### src/rtl/pause_pkg.sv
package pause_pkg;

    // log2 of the counter tick period (8 cycles)
    localparam int unsigned GRAN_SHIFT = 3;

    typedef enum logic [1:0] {
        UPD_IDLE  = 2'd0,
        UPD_ABORT = 2'd1,
        UPD_LOAD  = 2'd2,
        UPD_STEP  = 2'd3
    } upd_kind_e;

    // Priority: trap abort, then load, then periodic step.
    function automatic upd_kind_e classify_update(input logic abort_i,
                                                  input logic load_i,
                                                  input logic step_i);
        if (abort_i) return UPD_ABORT;
        if (load_i)  return UPD_LOAD;
        if (step_i)  return UPD_STEP;
        return UPD_IDLE;
    endfunction

endpackage

### src/rtl/pause_wr_decode.sv
module pause_wr_decode #(
    parameter int unsigned NUM_THREADS = 4,
    parameter int unsigned TID_W       = 2
) (
    input  logic                   clk,
    input  logic                   rst,
    input  logic                   wr_en,
    input  logic [TID_W-1:0]       wr_thread,
    output logic [NUM_THREADS-1:0] load
);

    for (genvar i = 0; i < NUM_THREADS; i++) begin : g_dec
        assign load[i] = wr_en && (wr_thread == TID_W'(i));
    end

    assert_single_load_R8: assert property (@(posedge clk) disable iff (rst)
        $onehot0(load));

    assert_no_load_idle_R8: assert property (@(posedge clk) disable iff (rst)
        !wr_en |-> (load == '0));

endmodule

### src/rtl/pause_tick_gen.sv
module pause_tick_gen #(
    parameter int unsigned SHIFT = 3
) (
    input  logic clk,
    input  logic rst,
    input  logic clear,
    input  logic run,
    output logic tick
);

    logic [SHIFT-1:0] phase_q;

    always_ff @(posedge clk) begin
        if (rst || clear) begin
            phase_q <= '0;
        end else if (run) begin
            phase_q <= phase_q + 1'b1;
        end
    end

    assign tick = run && (phase_q == {SHIFT{1'b1}});

    assert_phase_hold_R3: assert property (@(posedge clk) disable iff (rst)
        (!run && !clear) |=> $stable(phase_q));

endmodule

### src/rtl/pause_thread_ctr.sv
module pause_thread_ctr
    import pause_pkg::*;
#(
    parameter int unsigned AMT_W = 12
) (
    input  logic                         clk,
    input  logic                         rst,
    input  logic                         load,
    input  logic [AMT_W-1:0]             amount,
    input  logic                         trap,
    output logic                         stall,
    output logic [AMT_W-GRAN_SHIFT-1:0]  remain
);

    localparam int unsigned CW = AMT_W - GRAN_SHIFT;

    typedef struct packed {
        logic [CW-1:0] periods;
        logic          min_hold;
    } tstate_t;

    tstate_t   st_q, st_d;
    logic      tick;
    logic [CW-1:0] ticks_req;
    upd_kind_e kind;

    assign ticks_req = amount[AMT_W-1:GRAN_SHIFT];

    pause_tick_gen #(.SHIFT(GRAN_SHIFT)) u_tick (
        .clk   (clk),
        .rst   (rst),
        .clear (load || trap),
        .run   (st_q.periods != '0),
        .tick  (tick)
    );

    always_comb begin
        kind = classify_update(trap, load, tick);
        st_d = st_q;
        st_d.min_hold = 1'b0;
        case (kind)
            UPD_ABORT: st_d = '0;
            UPD_LOAD: begin
                st_d.periods  = ticks_req;
                st_d.min_hold = (ticks_req == '0);
            end
            UPD_STEP: st_d.periods = st_q.periods - 1'b1;
            default: ;
        endcase
    end

    always_ff @(posedge clk) begin
        if (rst) begin
            st_q <= '0;
        end else begin
            st_q <= st_d;
        end
    end

    assign stall  = (st_q.periods != '0) || st_q.min_hold;
    assign remain = st_q.periods;

    assert_load_value_R2: assert property (@(posedge clk) disable iff (rst)
        (load && !trap) |=> (remain == $past(ticks_req)));

    assert_step_one_R3: assert property (@(posedge clk) disable iff (rst)
        (tick && !load && !trap) |=> (remain == $past(remain) - 1'b1));

    assert_hold_between_R3: assert property (@(posedge clk) disable iff (rst)
        (!tick && !load && !trap) |=> $stable(remain));

    assert_min_start_R4: assert property (@(posedge clk) disable iff (rst)
        (load && !trap && ticks_req == '0) |=> (stall && remain == '0));

    assert_min_end_R4: assert property (@(posedge clk) disable iff (rst)
        (stall && remain == '0 && !load && !trap) |=> !stall);

    assert_trap_abort_R5: assert property (@(posedge clk) disable iff (rst)
        trap |=> (!stall && remain == '0));

    assert_idle_stays_R8: assert property (@(posedge clk) disable iff (rst)
        (!stall && !load) |=> !stall);

endmodule

### src/rtl/pause_stall_ctrl.sv
module pause_stall_ctrl
    import pause_pkg::*;
#(
    parameter int unsigned NUM_THREADS = 4,
    parameter int unsigned AMT_W       = 12,
    localparam int unsigned TID_W      = (NUM_THREADS > 1) ? $clog2(NUM_THREADS) : 1,
    localparam int unsigned CW         = AMT_W - GRAN_SHIFT
) (
    input  logic                      clk,
    input  logic                      rst,
    input  logic                      wr_en,
    input  logic [TID_W-1:0]          wr_thread,
    input  logic [AMT_W-1:0]          wr_amount,
    input  logic [NUM_THREADS-1:0]    trap,
    output logic [NUM_THREADS-1:0]    stall,
    output logic [NUM_THREADS*CW-1:0] remain
);

    logic [NUM_THREADS-1:0] load;

    pause_wr_decode #(.NUM_THREADS(NUM_THREADS), .TID_W(TID_W)) u_dec (
        .clk       (clk),
        .rst       (rst),
        .wr_en     (wr_en),
        .wr_thread (wr_thread),
        .load      (load)
    );

    for (genvar t = 0; t < NUM_THREADS; t++) begin : g_thr
        pause_thread_ctr #(.AMT_W(AMT_W)) u_ctr (
            .clk    (clk),
            .rst    (rst),
            .load   (load[t]),
            .amount (wr_amount),
            .trap   (trap[t]),
            .stall  (stall[t]),
            .remain (remain[t*CW +: CW])
        );
    end

    assert_reset_clear_R1: assert property (@(posedge clk)
        rst |=> (stall == '0 && remain == '0));

endmodule

### config.mk
export PLATFORM = sky130hd
export DESIGN_NAME = pause_stall_ctrl
export DESIGN_NICKNAME = d
export VERILOG_FILES = /design/src/rtl/pause_pkg.sv /design/src/rtl/pause_wr_decode.sv /design/src/rtl/pause_tick_gen.sv /design/src/rtl/pause_thread_ctr.sv /design/src/rtl/pause_stall_ctrl.sv
export SDC_FILE = /design/constraint.sdc
export NUM_CORES = 1
export LEC_CHECK = 0
export BUFFER_PORTS_ARGS = -buffer_cell sky130_fd_sc_hd__buf_4
export CORE_MARGIN = 2
export CORE_UTILIZATION = 30
export DETAILED_ROUTE_END_ITERATION = 12
export PLACE_DENSITY = 0.58
export SLEW_MARGIN = 10
export SYNTH_ARGS = -nofsm -noshare
export SYNTH_HDL_FRONTEND = slang
export SYNTH_SLANG_ARGS = --single-unit
### constraint.sdc
create_clock -name clk -period 3.7 [get_ports clk]
set_input_delay 0.185 -clock clk [delete_from_list [all_inputs] [get_ports clk]]
set_output_delay 0.185 -clock clk [all_outputs]
set_load 0.02 [all_outputs]
# After elaboration in Yosys (flattened, before gate mapping)
# Cells that the tools add are included.
# W data, S select, Z words.
# word_totals
inputBits	21
regBits	52
word_cells	129
# op_classes
mux	52
reduce_logical	34
bitwise	4
n_eq_ne	19
addsub	8
# op_table
cell	count
$pmux W9 S3	4
$mux W2	24
$reduce_bool A9 Y1	4
$sub A9 B1 Y9 const B	4
$mux W1	24
$eq A2 B2 Y1 const B	10
$add A3 B1 Y3 const B	4
$eq A3 B3 Y1 const B	4
$logic_or A1 B1 Y1	12
$reduce_bool A3 Y1	4
$eq A2 B1 Y1 const B	5
$logic_not A9 Y1	1
$logic_and A1 B1 Y1	8
$reduce_or A2 Y1	4
$not A1 Y1	4
$logic_not A2 Y1	1

# Depth between registers and ports, before layout
# Gate-level depths: netlist of the first run.
# depth
ltp_word	12
ltp_mapped	7
mapped_depth_nobuf	6

# Modules after synthesis
# From an unflattened synthesis of the first run, not the netlist that was laid out.
# unflattened
hier_cells	416
area_unflattened_um2	3550.9
# modules_own_cells
module	area_each_um2	seq_area_each_um2	instances	cells_each
pause_thread_ctr	737.0	200.2	4	91
pause_tick_gen	141.4	60.1	4	12
pause_wr_decode	37.5	0.0	1	4

# Worst setup path before layout of the first run
# No wires, ideal clock.
# synth_timing
path_kind	reg2reg
from	register g_thr[0].u_ctr.u_tick.phase_q[0]
to	register g_thr[0].u_ctr.st_q (netlist bit g_thr[0].u_ctr.remain[5])
required_ps	3638
slack_ps	1734
n_path_buf	0
arrival_ps	1903
path_stages_with_launch	7
cell_sequence	dfxtp_1 -> ha_1 -> ha_1 -> or4b_1 -> a211o_1 -> or4_1 -> nand3_1
# synth_between
elab_chain_len	10
# synth_lines
element	line_no	text
from (decl)	pause_tick_gen.sv:11	logic [SHIFT-1:0] phase_q;
from (signal assigned)	pause_tick_gen.sv:17	phase_q <= phase_q + 1'b1;
$eq A3 B3 Y1 *	pause_tick_gen.sv:21	assign tick = run && (phase_q == {SHIFT{1'b1}});
$logic_and A1 B1 Y1 *	pause_tick_gen.sv:21	
$mux W1 (2 in series)	pause_pkg.sv:19	if (step_i) return UPD_STEP;
$mux W1	pause_pkg.sv:18	if (load_i) return UPD_LOAD;
$mux W2 *	pause_pkg.sv:20	return UPD_IDLE;
$mux W2 *	pause_pkg.sv:19	
$mux W2 *	pause_pkg.sv:18	
$eq A2 B2 Y1 or $eq A2 B1 Y1 (tied branches)	pause_thread_ctr.sv:41	case (kind)
$pmux W9 S3 or $reduce_bool A3 Y1 (tied branches)	--	
to (signal assigned)	pause_thread_ctr.sv:56	st_q <= st_d;
to (decl)	pause_thread_ctr.sv:22	tstate_t st_q, st_d;
# Mark *: on every way between the ends. The rest lies on a longest branch, timed or not. The select of a mux whose other input is x is not followed.
# A chain may end at the register's enable or synchronous reset.

# Worst setup path in the final report of the first run
# layout_timing
from	register g_thr[2].u_ctr.st_q (netlist bit g_thr[2].u_ctr.remain[2])
to	output port stall[2]
# layout_between
elab_chain_len	2
# layout_lines
element	line_no	text
from (decl)	pause_thread_ctr.sv:22	
from (signal assigned)	pause_thread_ctr.sv:56	
$reduce_bool A9 Y1	pause_thread_ctr.sv:60	assign stall = (st_q.periods != '0) || st_q.min_hold;
$logic_or A1 B1 Y1	pause_thread_ctr.sv:60	
to (decl)	pause_stall_ctrl.sv:15	output logic [NUM_THREADS-1:0] stall,
# Every way passes these cells.

==> results of run 1 <==
[cell usage in the layout (no fill, tap or decap), types with 6 or more instances in the layout]
cell type / count
o21ai_0: 13
nor2_1: 31
nand2_1: 30
a21oi_1: 18
mux2i_1: 11
o21ai_1: 11
or4_1: 6
xnor2_1: 16
inv_1: 11
buf_4: 57
nor3_1: 11
dfxtp_1: 52
or3_1: 7
nand3_1: 10
ha_1: 14
[layer usage]
metal	wire length [um]	global-route usage (%)
met1	3645	18.39
met2	3557	22.25
met3	399	2.796
met4	36	3.061
met5	0	0
[metrics by stage]
stage / instance area (um^2) / total power [mW] / hold slack (ps)
6_report: 3512 / 1.050 / 82.28
5_1_grt: 3512 / 1.101 / 64.41
3_5_place_dp: 3435 / 0.7477 / 397.4
3_3_place_gp: 3435 / 0.7452 / 398.7
4_1_cts: 3512 / 1.063 / 70.78
2_1_floorplan: 3172 / 0.7012 / 257.1
[area by class of cell]
| type | instances | area share [%] |
|---|---|---|
| inverters | 11 | 1.176 |
| flip-flops and latches | 52 | 29.64 |
| repair buffers | 57 | 12.18 |
| well taps | 136 | 4.845 |
| clock buffers | 6 | 2.066 |
| multi-input cells | 256 | 49.95 |
| clock inverters | 1 | 0.1425 |
[sequential cells by signal, indices dropped and copies added (netlist names)]
register                    count
g_thr.u_ctr.remain             36
g_thr.u_ctr.u_tick.phase_q     12
g_thr.u_ctr.st_q                4
[worst reg2reg max path, stage by stage, from the launching register on]
cell and delay, ps:
dfxtp_1 360, ha_1 160, ha_1 250, or4b_1 490, a211o_1 330, or4_1 400, nand3_1 90
[cell families (layout without fill, tap and decap cells)]
kind of cell             Yosys count  count (layout)  share of synthesized area (%)
AO/OA/AOI/OAI                     73              73                          15.19
adder cells (fa/ha/maj)           14              14                          5.523
flip-flops                        52              52                          32.82
buffers and inverters             58              75                          11.87
XOR/XNOR                          18              18                          4.970
multiplexers                      15              15                          4.892
AND/OR/NAND/NOR                  136             136                          24.73
[power by group]
group          switching [mW]  internal, mW  total (mW)
logic                  0.0908        0.0627       0.154
registers              0.0121         0.569       0.581
clock network           0.186         0.129       0.316
total                   0.289         0.761        1.05
[final timing paths]
kind / endpoint / slack (ps)
max: stall[2] / 1390
min: g_thr[3].u_ctr.st_q[0] / 80
max reg2reg: g_thr[0].u_ctr.remain[5] / 1560
min reg2reg: g_thr[0].u_ctr.u_tick.phase_q[1] / 480
==> results.py, run 1 <==
metrics = {
    "status": {
        "status": "complete, no violations",
    },
    "yosys": {
        "ys_top_cells_by_area": "dfxtp_1 (33%), buf_4 (9.5%), ha_1 (5.5%)",
        "netlist_area_um2": 3172,
        "ys_types": 56,
        "synth.most_common_cell": "dfxtp_1",
        "syn_inst": 366,
        "synth-main-ff-cell": "dfxtp_1",
        "synth_common_cells": "dfxtp_1 (52), buf_4 (40), nor2_1 (31)",
        "synth_edf_count": 0,
        "synth_nets": 401,
        "synth_area_leader_cell": "dfxtp_1",
        "yosysSeqAreaShare_pct": 32.82,
        "ys_ff_latch": 52,
        "avgSynthCellArea_um2": 8.666,
        "yosys_warnings": 0,
        "synth_top_area_share_pct": 32.82,
        "async_flop_share_pct": 0,
    },
    "setup_path": {
        "slowest_delay_ps": 740,
        "critical_path.cell_chain": "or4_1 -> nor3_4 -> nand2b_1 -> buf_4",
        "cp.depth": 4,
        "endpoint_kind": "primary output",
        "required_ps": 3510,
        "worstSetupPathType": "reg -> out",
        "crit_slowest_cell": "or4_1",
        "crit_path_start_kind": "register",
        "r2r_start": "g_thr[0].u_ctr.u_tick.phase_q[0]",
        "critical_path.max_fanout": 8,
        "reg2reg_depth": 6,
        "cp_top_family": "simple AND/OR/NAND/NOR gates",
        "path_buf_inv": 1,
        "arrival_ps": 2130,
        "cp-startpoint": "g_thr[2].u_ctr.remain[2]",
    },
    "floorplanning": {
        "core_area_um2": 10280,
        "fp.dieH_um": 106.8,
        "start_util_pct": 30.86,
        "die-area_um2": 11410,
        "fp.dieW_um": 106.8,
        "rows": 37,
        "io_pins": 61,
    },
    "clock_network": {
        "cts_inserted_buffers": 5,
        "clockBufferDepth": 2,
        "tritoncts": "done",
        "clk_pin_slew_ps": 100,
        "post_cts_buffers": 0,
        "cts_hold_buf": 0,
        "h-tree-depth": 2,
        "clock-sinks": 52,
        "cts-resized-gates": 0,
        "cts_root_buffer": "clkbuf_8",
        "clock_latency_ps": 300,
    },
    "run": {
        "maxCapViolations": 0,
    },
    "min_path": {
        "hold_depth": 2,
        "hold_class": "in -> reg",
        "hold_start": "trap[3]",
    },
    "pwr": {
        "p_leak_nw": 1.350,
        "peakVddDrop_mv": 0.1320,
        "p_per_area_nw_per_um2": 298.9,
    },
    "global_route": {
        "grt_usage_pct": 13.58,
        "grt_max_degree": 18,
        "antenna_found_initial": 0,
        "grt_overflow": 0,
        "grt_pass1_vias": 2492,
        "grt_pass1_wl_um": 12420,
    },
    "final_layout": {
        "fin_nets": 418,
        "final_core_util_pct": 34.17,
        "area_delta_synth_final_pct": 10.73,
        "ff_latch_area_um2": 1041,
        "n_antenna_cell": 0,
        "multi_input_area_um2": 1754,
        "instances_no_fill": 519,
        "fillerInstances": 1098,
        "drive_above_1_share_pct": 19.58,
    },
    "detailed_routing": {
        "drt_iter0_drc": 139,
        "wl_um": 7639,
        "viasPerCell": 5.062,
        "drt_pass1_iterations": 4,
        "post_drt_wl_per_cell_um": 14.72,
        "drc": 0,
        "vias": 2627,
        "ant_nets": 0,
    },
    "placement": {
        "pre_cts_ws_ps": 1577,
        "gpl.final_weighted_congestion": 0.7803,
        "hpwl_um": 5833,
        "port_buffers": 57,
        "dp.cells": 512,
    },
    "sta": {
        "fin_crit_ps": 2314,
        "slew_violations": 0,
        "tns_ps": 0,
        "setup_ws_ps": 1386,
        "tightest_slew_ps": 861.4,
        "timing.fmax_ghz": 0.4321,
        "rsz0062_at_grt": "no",
        "skew_ps": 6.839,
        "finalHoldViolCount": 0,
        "finalCritPeriodShare_pct": 62.55,
        "setup_viol": 0,
        "relSlewSlack_pct": 42.13,
    },
}
No activity file was read; power rests on OpenSTA's default activity.
==> run 2, diff against run 1 <==
Settings changed: ABC_AREA set to 1, PLACE_DENSITY 0.58 to 0.57.
Clock period 3.7 ns to 2.33 ns, I/O delays scaled along.
==> run 2 against run 1 <==
  * Global-route usage increased by 0.76 points
  * Wire length increased by 16%
  * Combinational power increased by 88%
  * Via count increased by 23%
  * Die area increased by 12%
  * Non-clock buffer count unchanged
  * Sequential share of layout area decreased by 3.6 points
  * Clock power increased by 150%
  * Power increased by 89%
  * Clock skew decreased by 2.0 ps
  * Largest power group unchanged
==> results.py, run 2 <==
metrics = {
    "placement": {
        "gpl.final_weighted_congestion": 0.8069,
        "port_buffers": 57,
        "hpwl_um": 6746,
    },
    "yosys": {
        "yosysSeqAreaShare_pct": 29.29,
        "avgSynthCellArea_um2": 6.595,
        "synth-main-ff-cell": "dfxtp_1",
        "synth.most_common_cell": "nand2_1",
        "ys_types": 35,
        "synth_nets": 574,
        "synth_top_area_share_pct": 29.29,
        "ys_ff_latch": 52,
        "yosys_warnings": 0,
        "netlist_area_um2": 3555,
        "syn_inst": 539,
        "async_flop_share_pct": 0,
        "synth_common_cells": "nand2_1 (126), nor2_1 (76), inv_1 (58)",
        "synth_edf_count": 0,
        "synth_area_leader_cell": "dfxtp_1",
        "ys_top_cells_by_area": "dfxtp_1 (29%), nand2_1 (13%), buf_4 (8.4%)",
    },
    "final_layout": {
        "final_common_cell": "nand2_1",
        "largest_reg_flops": 36,
        "n_antenna_cell": 0,
        "fin_nets": 593,
        "mostFrequentLayoutCells": "nand2_1 (126), nor2_1 (76), inv_1 (58)",
        "area_delta_synth_final_pct": 12.35,
        "drive_above_1_share_pct": 21.11,
    },
    "sta": {
        "tightest_slew_ps": 580.5,
        "finalHoldViolCount": 0,
        "slew_violations": 0,
        "skew_ps": 4.858,
        "fin_crit_ps": 1962,
        "timing.fmax_ghz": 0.5096,
        "relSlewSlack_pct": 61.26,
        "setup_viol": 0,
        "tns_ps": 0,
        "finalCritPeriodShare_pct": 84.22,
        "rsz0062_at_grt": "no",
    },
    "floorplanning": {
        "rows": 39,
        "fp.dieW_um": 112.9,
        "core_area_um2": 11470,
        "fp.dieH_um": 112.9,
        "die-area_um2": 12740,
        "io_pins": 61,
        "start_util_pct": 31.00,
    },
    "clock_network": {
        "clockBufferDepth": 2,
        "clk_pin_slew_ps": 70,
        "tritoncts": "done",
        "clock-sinks": 52,
        "cts_inserted_buffers": 5,
        "cts_root_buffer": "clkbuf_16",
        "cts_hold_buf": 0,
        "clock_latency_ps": 290,
        "post_cts_buffers": 0,
        "cts-resized-gates": 0,
        "h-tree-depth": 2,
    },
    "detailed_routing": {
        "drc": 0,
        "wl_um": 8847,
        "drt_iter0_drc": 116,
        "post_drt_wl_per_cell_um": 12.60,
        "viasPerCell": 4.587,
        "vias": 3220,
        "ant_nets": 0,
        "drt_pass1_iterations": 5,
    },
    "pwr": {
        "p_comb_share_pct": 14.6,
        "pwr-share-seq_pct": 46.2,
        "finalPower_mw": 1.985,
        "p_clk_share_pct": 39.3,
        "p_per_area_nw_per_um2": 496.9,
        "peakVddDrop_mv": 0.3148,
        "p_leak_nw": 2.098,
        "p_switching_mw": 0.5506,
        "p_int_mw": 1.434,
        "p_sw_share_pct": 27.74,
    },
    "setup_path": {
        "critical_path.max_fanout": 7,
        "crit_path_start_kind": "register",
        "cp-startpoint": "g_thr[3].u_ctr.remain[0]",
        "r2r_start": "g_thr[2].u_ctr.remain[0]",
        "worstSetupPathType": "reg -> out",
        "endpoint_kind": "primary output",
        "arrival_ps": 1850,
        "required_ps": 2210,
    },
    "min_path": {
        "hold_start": "trap[2]",
        "hold_class": "in -> reg",
    },
    "global_route": {
        "antenna_found_initial": 0,
        "grt_usage_pct": 14.33,
        "grt_overflow": 0,
        "grt_pass1_wl_um": 14830,
        "grt_pass1_vias": 3030,
        "grt_max_degree": 23,
    },
    "run": {
        "maxCapViolations": 0,
    },
    "status": {
        "status": "complete, no violations",
    },
}
## run 2: cell types whose count changed after synthesis, sizes merged, moves of 12 or more
cell and delta:
inv +62, nand2 +104, nand3 +34, nand4 +12, nor2 +58, xnor2 -15
## run 2: cells by family after synthesis
family                   share of synthesized area (%)
multiplexers                                    0.2816
flip-flops                                       29.29
AO/OA/AOI/OAI                                    6.406
buffers and inverters                            16.86
AND/OR/NAND/NOR                                  39.04
adder cells (fa/ha/maj)                          4.928
XOR/XNOR                                         3.203
## run 2: power by group through the flow
stage | registers (mW) | clock network, mW | logic (mW)
after global routing | 0.919 | 0.836 | 0.323
after floorplan | 0.933 | 0 | 0.207
after CTS | 0.917 | 0.805 | 0.292
final | 0.916 | 0.779 | 0.289
after detailed placement | 0.937 | 0 | 0.290
after global placement | 0.937 | 0 | 0.286
## run 2: path summary, 6_finish.rpt
| kind | slack (ps) | end | cells after the start |
|---|---|---|---|
| worst max-delay path | 370 | stall[3] | 7 |
| worst min-delay path | 40 | g_thr[2].u_ctr.st_q[0] | 2 |
| worst max register to register | 680 | g_thr[2].u_ctr.remain[0] | 11 |
| worst min register to register | 470 | g_thr[3].u_ctr.u_tick.phase_q[1] | 2 |
## run 2: area by class of cell
| class | instances | area, um^2 |
|---|---|---|
| Inverter | 74 | 277.8 |
| Sequential cell | 52 | 1041 |
| Fill cell | 1240 | 7473 |
| Clock inverter | 2 | 15.01 |
| Clock buffer | 6 | 138.9 |
| Multi-Input combinational cell | 368 | 1914 |
| Timing Repair Buffer | 57 | 427.9 |
| Tap cell | 143 | 178.9 |
## run 2: critical path: stages (launching register included)
cell     delay (ps)
dfxtp_1         360
inv_1            80
ha_1            180
nand2_1          80
nor2_2          230
nand3_4         160
or2_2           310
buf_4           160
## run 2: metrics by stage
step	cells	worst slack (ps)	utilization [%]	instance area, um^2	hold WS [ps]
2_1_floorplan	539	841.7	-	3555	195.1
3_3_place_gp	694	703.6	33.49	3840	337.0
6_report	702	367.6	34.83	3994	38.94
4_1_cts	702	352.9	34.83	3994	28.37
5_1_grt	702	226.1	34.83	3994	28.83
3_5_place_dp	694	682.8	33.49	3840	338.4
## run 2: layer usage
| layer | wire, um | GRT usage [%] | up-vias |
|---|---|---|---|
| met5 | 0 | 0 | - |
| met4 | 144 | 4.065 | 0 |
| met3 | 449 | 2.035 | 11 |
| met2 | 4074 | 24.59 | 72 |
| met1 | 4179 | 18.80 | 1446 |
| li1 | - | - | 1691 |
==> run 3, diff against run 2 <==
Settings changed: PLACE_DENSITY 0.57 to 0.59.
Clock period 2.33 ns to 1.7 ns, I/O delays scaled along.
==> run 3 against run 2 <==
  * Die area unchanged
  * Sequential cell count unchanged
  * Hold slack got worse by 16 ps
  * Worst setup slack got worse by 300 ps
  * Critical endpoint is now stall[0]
  * Non-clock buffer count increased by 17
  * Count of clock-buffer cells in the layout unchanged
  * Clock skew increased by 1.5 ps
  * First-iteration DRC count increased by 12%
  * Final cell count increased by 2.4%
  * Register-to-register slack got worse by 610 ps
==> results.py, run 3 (synthesis gave the netlist of run 2 again) <==
metrics = {
    "final_layout": {
        "n_antenna_cell": 0,
        "fillerInstances": 1206,
        "final_core_util_pct": 36.76,
        "area_delta_synth_final_pct": 18.58,
        "drive_above_1_share_pct": 26.22,
        "fin_nets": 610,
        "final_common_cell": "nand2_1",
        "mostFrequentLayoutCells": "nand2_1 (124), nor2_1 (74), buf_4 (69)",
        "final_area_um2": 4215,
        "largest_reg_flops": 36,
    },
    "clock_network": {
        "clock-sinks": 52,
        "tritoncts": "done",
        "cts_inserted_buffers": 5,
        "clockBufferDepth": 2,
        "clock_latency_ps": 290,
        "cts_root_buffer": "clkbuf_16",
        "clk_pin_slew_ps": 70,
        "h-tree-depth": 2,
    },
    "detailed_routing": {
        "vias": 3332,
        "wl_um": 9461,
        "viasPerCell": 4.634,
        "ant_nets": 0,
        "drt_iter0_drc": 130,
        "drc": 0,
        "post_drt_wl_per_cell_um": 13.16,
        "drt_pass1_iterations": 4,
    },
    "placement": {
        "hpwl_um": 6951,
        "postPlaceCellArea_um2": 3855,
        "port_buffers": 57,
        "gpl.final_weighted_congestion": 0.7901,
    },
    "sta": {
        "relSlewSlack_pct": 62.88,
        "finalCritPeriodShare_pct": 95.94,
        "tns_ps": 0,
        "skew_ps": 6.314,
        "timing.fmax_ghz": 0.6131,
        "hold_ws_ps": 22.60,
        "finalHoldViolCount": 0,
        "slew_violations": 0,
        "setup_viol": 0,
        "tightest_slew_ps": 554.7,
        "fin_crit_ps": 1631,
    },
    "setup_path": {
        "crit_path_start_kind": "register",
        "endpoint_kind": "primary output",
        "arrival_ps": 1550,
        "required_ps": 1620,
        "crit_slowest_cell": "dfxtp_1",
        "critical_path.cell_chain": "inv_2 -> ha_2 -> nand2_1 -> nor2_2 -> nand2_2 -> or2_2 -> buf_4",
        "worstSetupPathType": "reg -> out",
        "critical_path.max_fanout": 3,
        "slowest_delay_ps": 350,
        "reg2reg_depth": 11,
    },
    "status": {
        "status": "complete, no violations",
    },
    "global_route": {
        "grt_pass1_vias": 3150,
        "met2_usage_pct": 25.55,
        "grt_max_degree": 17,
        "grt_usage_pct": 14.48,
        "grt_overflow": 0,
        "grt_pass1_wl_um": 15080,
        "grt_util_met1_pct": 18.31,
        "use_met3_pct": 2.839,
        "top_usage_layer": "met2",
        "antenna_found_initial": 0,
    },
    "pwr": {
        "peakVddDrop_mv": 0.3977,
        "p_per_area_nw_per_um2": 684.7,
        "p_leak_nw": 2.203,
    },
    "floorplanning": {
        "core_area_um2": 11470,
        "rows": 39,
        "fp.dieW_um": 112.9,
        "start_util_pct": 31.00,
        "io_pins": 61,
        "die-area_um2": 12740,
        "fp.dieH_um": 112.9,
    },
    "min_path": {
        "hold_depth": 2,
        "hold_class": "in -> reg",
    },
    "run": {
        "maxCapViolations": 0,
    },
}
run 3: cell count changes in the layout (fill, tap and decap cells not counted), sizes merged:
cell	change
buf	+15
clkinvlp	-2
dlygate4sd3	+2
bufinv	+1
clkinv	+1
run 3: worst paths after layout:
kind                                         start                                to  slack (ps)
setup / recovery          g_thr[0].u_ctr.remain[1]                          stall[0]          70
hold / removal                             trap[0]            g_thr[0].u_ctr.st_q[0]          20
setup reg to reg          g_thr[1].u_ctr.remain[0]          g_thr[1].u_ctr.remain[1]          70
hold reg to reg   g_thr[2].u_ctr.u_tick.phase_q[1]  g_thr[2].u_ctr.u_tick.phase_q[1]         470
run 3: timing repair:
item,CTS,global route
gates resized for setup,19,13
hold buffers,1,1
endpoints found under the hold margin,1,1
buffers inserted,7,6
pin swaps,6,4
endpoints found under the setup margin,4,15
run 3: metal layers:
metal  vias up  share of wire [%]
met5         -                  0
met4         0               0.55
met3         4                5.9
met2        80                 49
met1      1527                 45
li1       1721                  -
run 3: worst max-delay path: cells and delay by family, from the launching register on:
family / cells / cell delay (ps)
AND/OR/NAND/NOR: 4 / 500
flip-flops: 1 / 350
buffers and inverters: 2 / 240
adder cells (fa/ha/maj): 1 / 180
run 3: area by class of cell:
type                    instances  area [um^2]  share of cell area [%]
multi-input cells             368         1967                   46.66
flip-flops and latches         52         1054                   24.99
repair buffers                 74        571.8                   13.56
inverters                      74        280.3                   6.649
well taps                     143        178.9                   4.245
clock buffers                   6        128.9                   3.057
clock inverters                 2        35.03                  0.8311
run 3: where the power goes:
group	internal, mW	leakage [nW]	switching, mW
Sequential	1.23	0.424	0.0187
Combinational	0.181	1.70	0.274
Clock	0.695	0.0808	0.483
run 3: through the flow:
| step | setup WS [ps] | instances | total power, mW |
|---|---|---|---|
| CTS | 8.435 | 712 | 2.902 |
| floorplan | 243.2 | 539 | 1.562 |
| global route | -14.60 | 719 | 2.997 |
| global placement | 114.5 | 696 | 1.680 |
| finish | 69.00 | 719 | 2.886 |
| detailed placement | 87.00 | 696 | 1.689 |
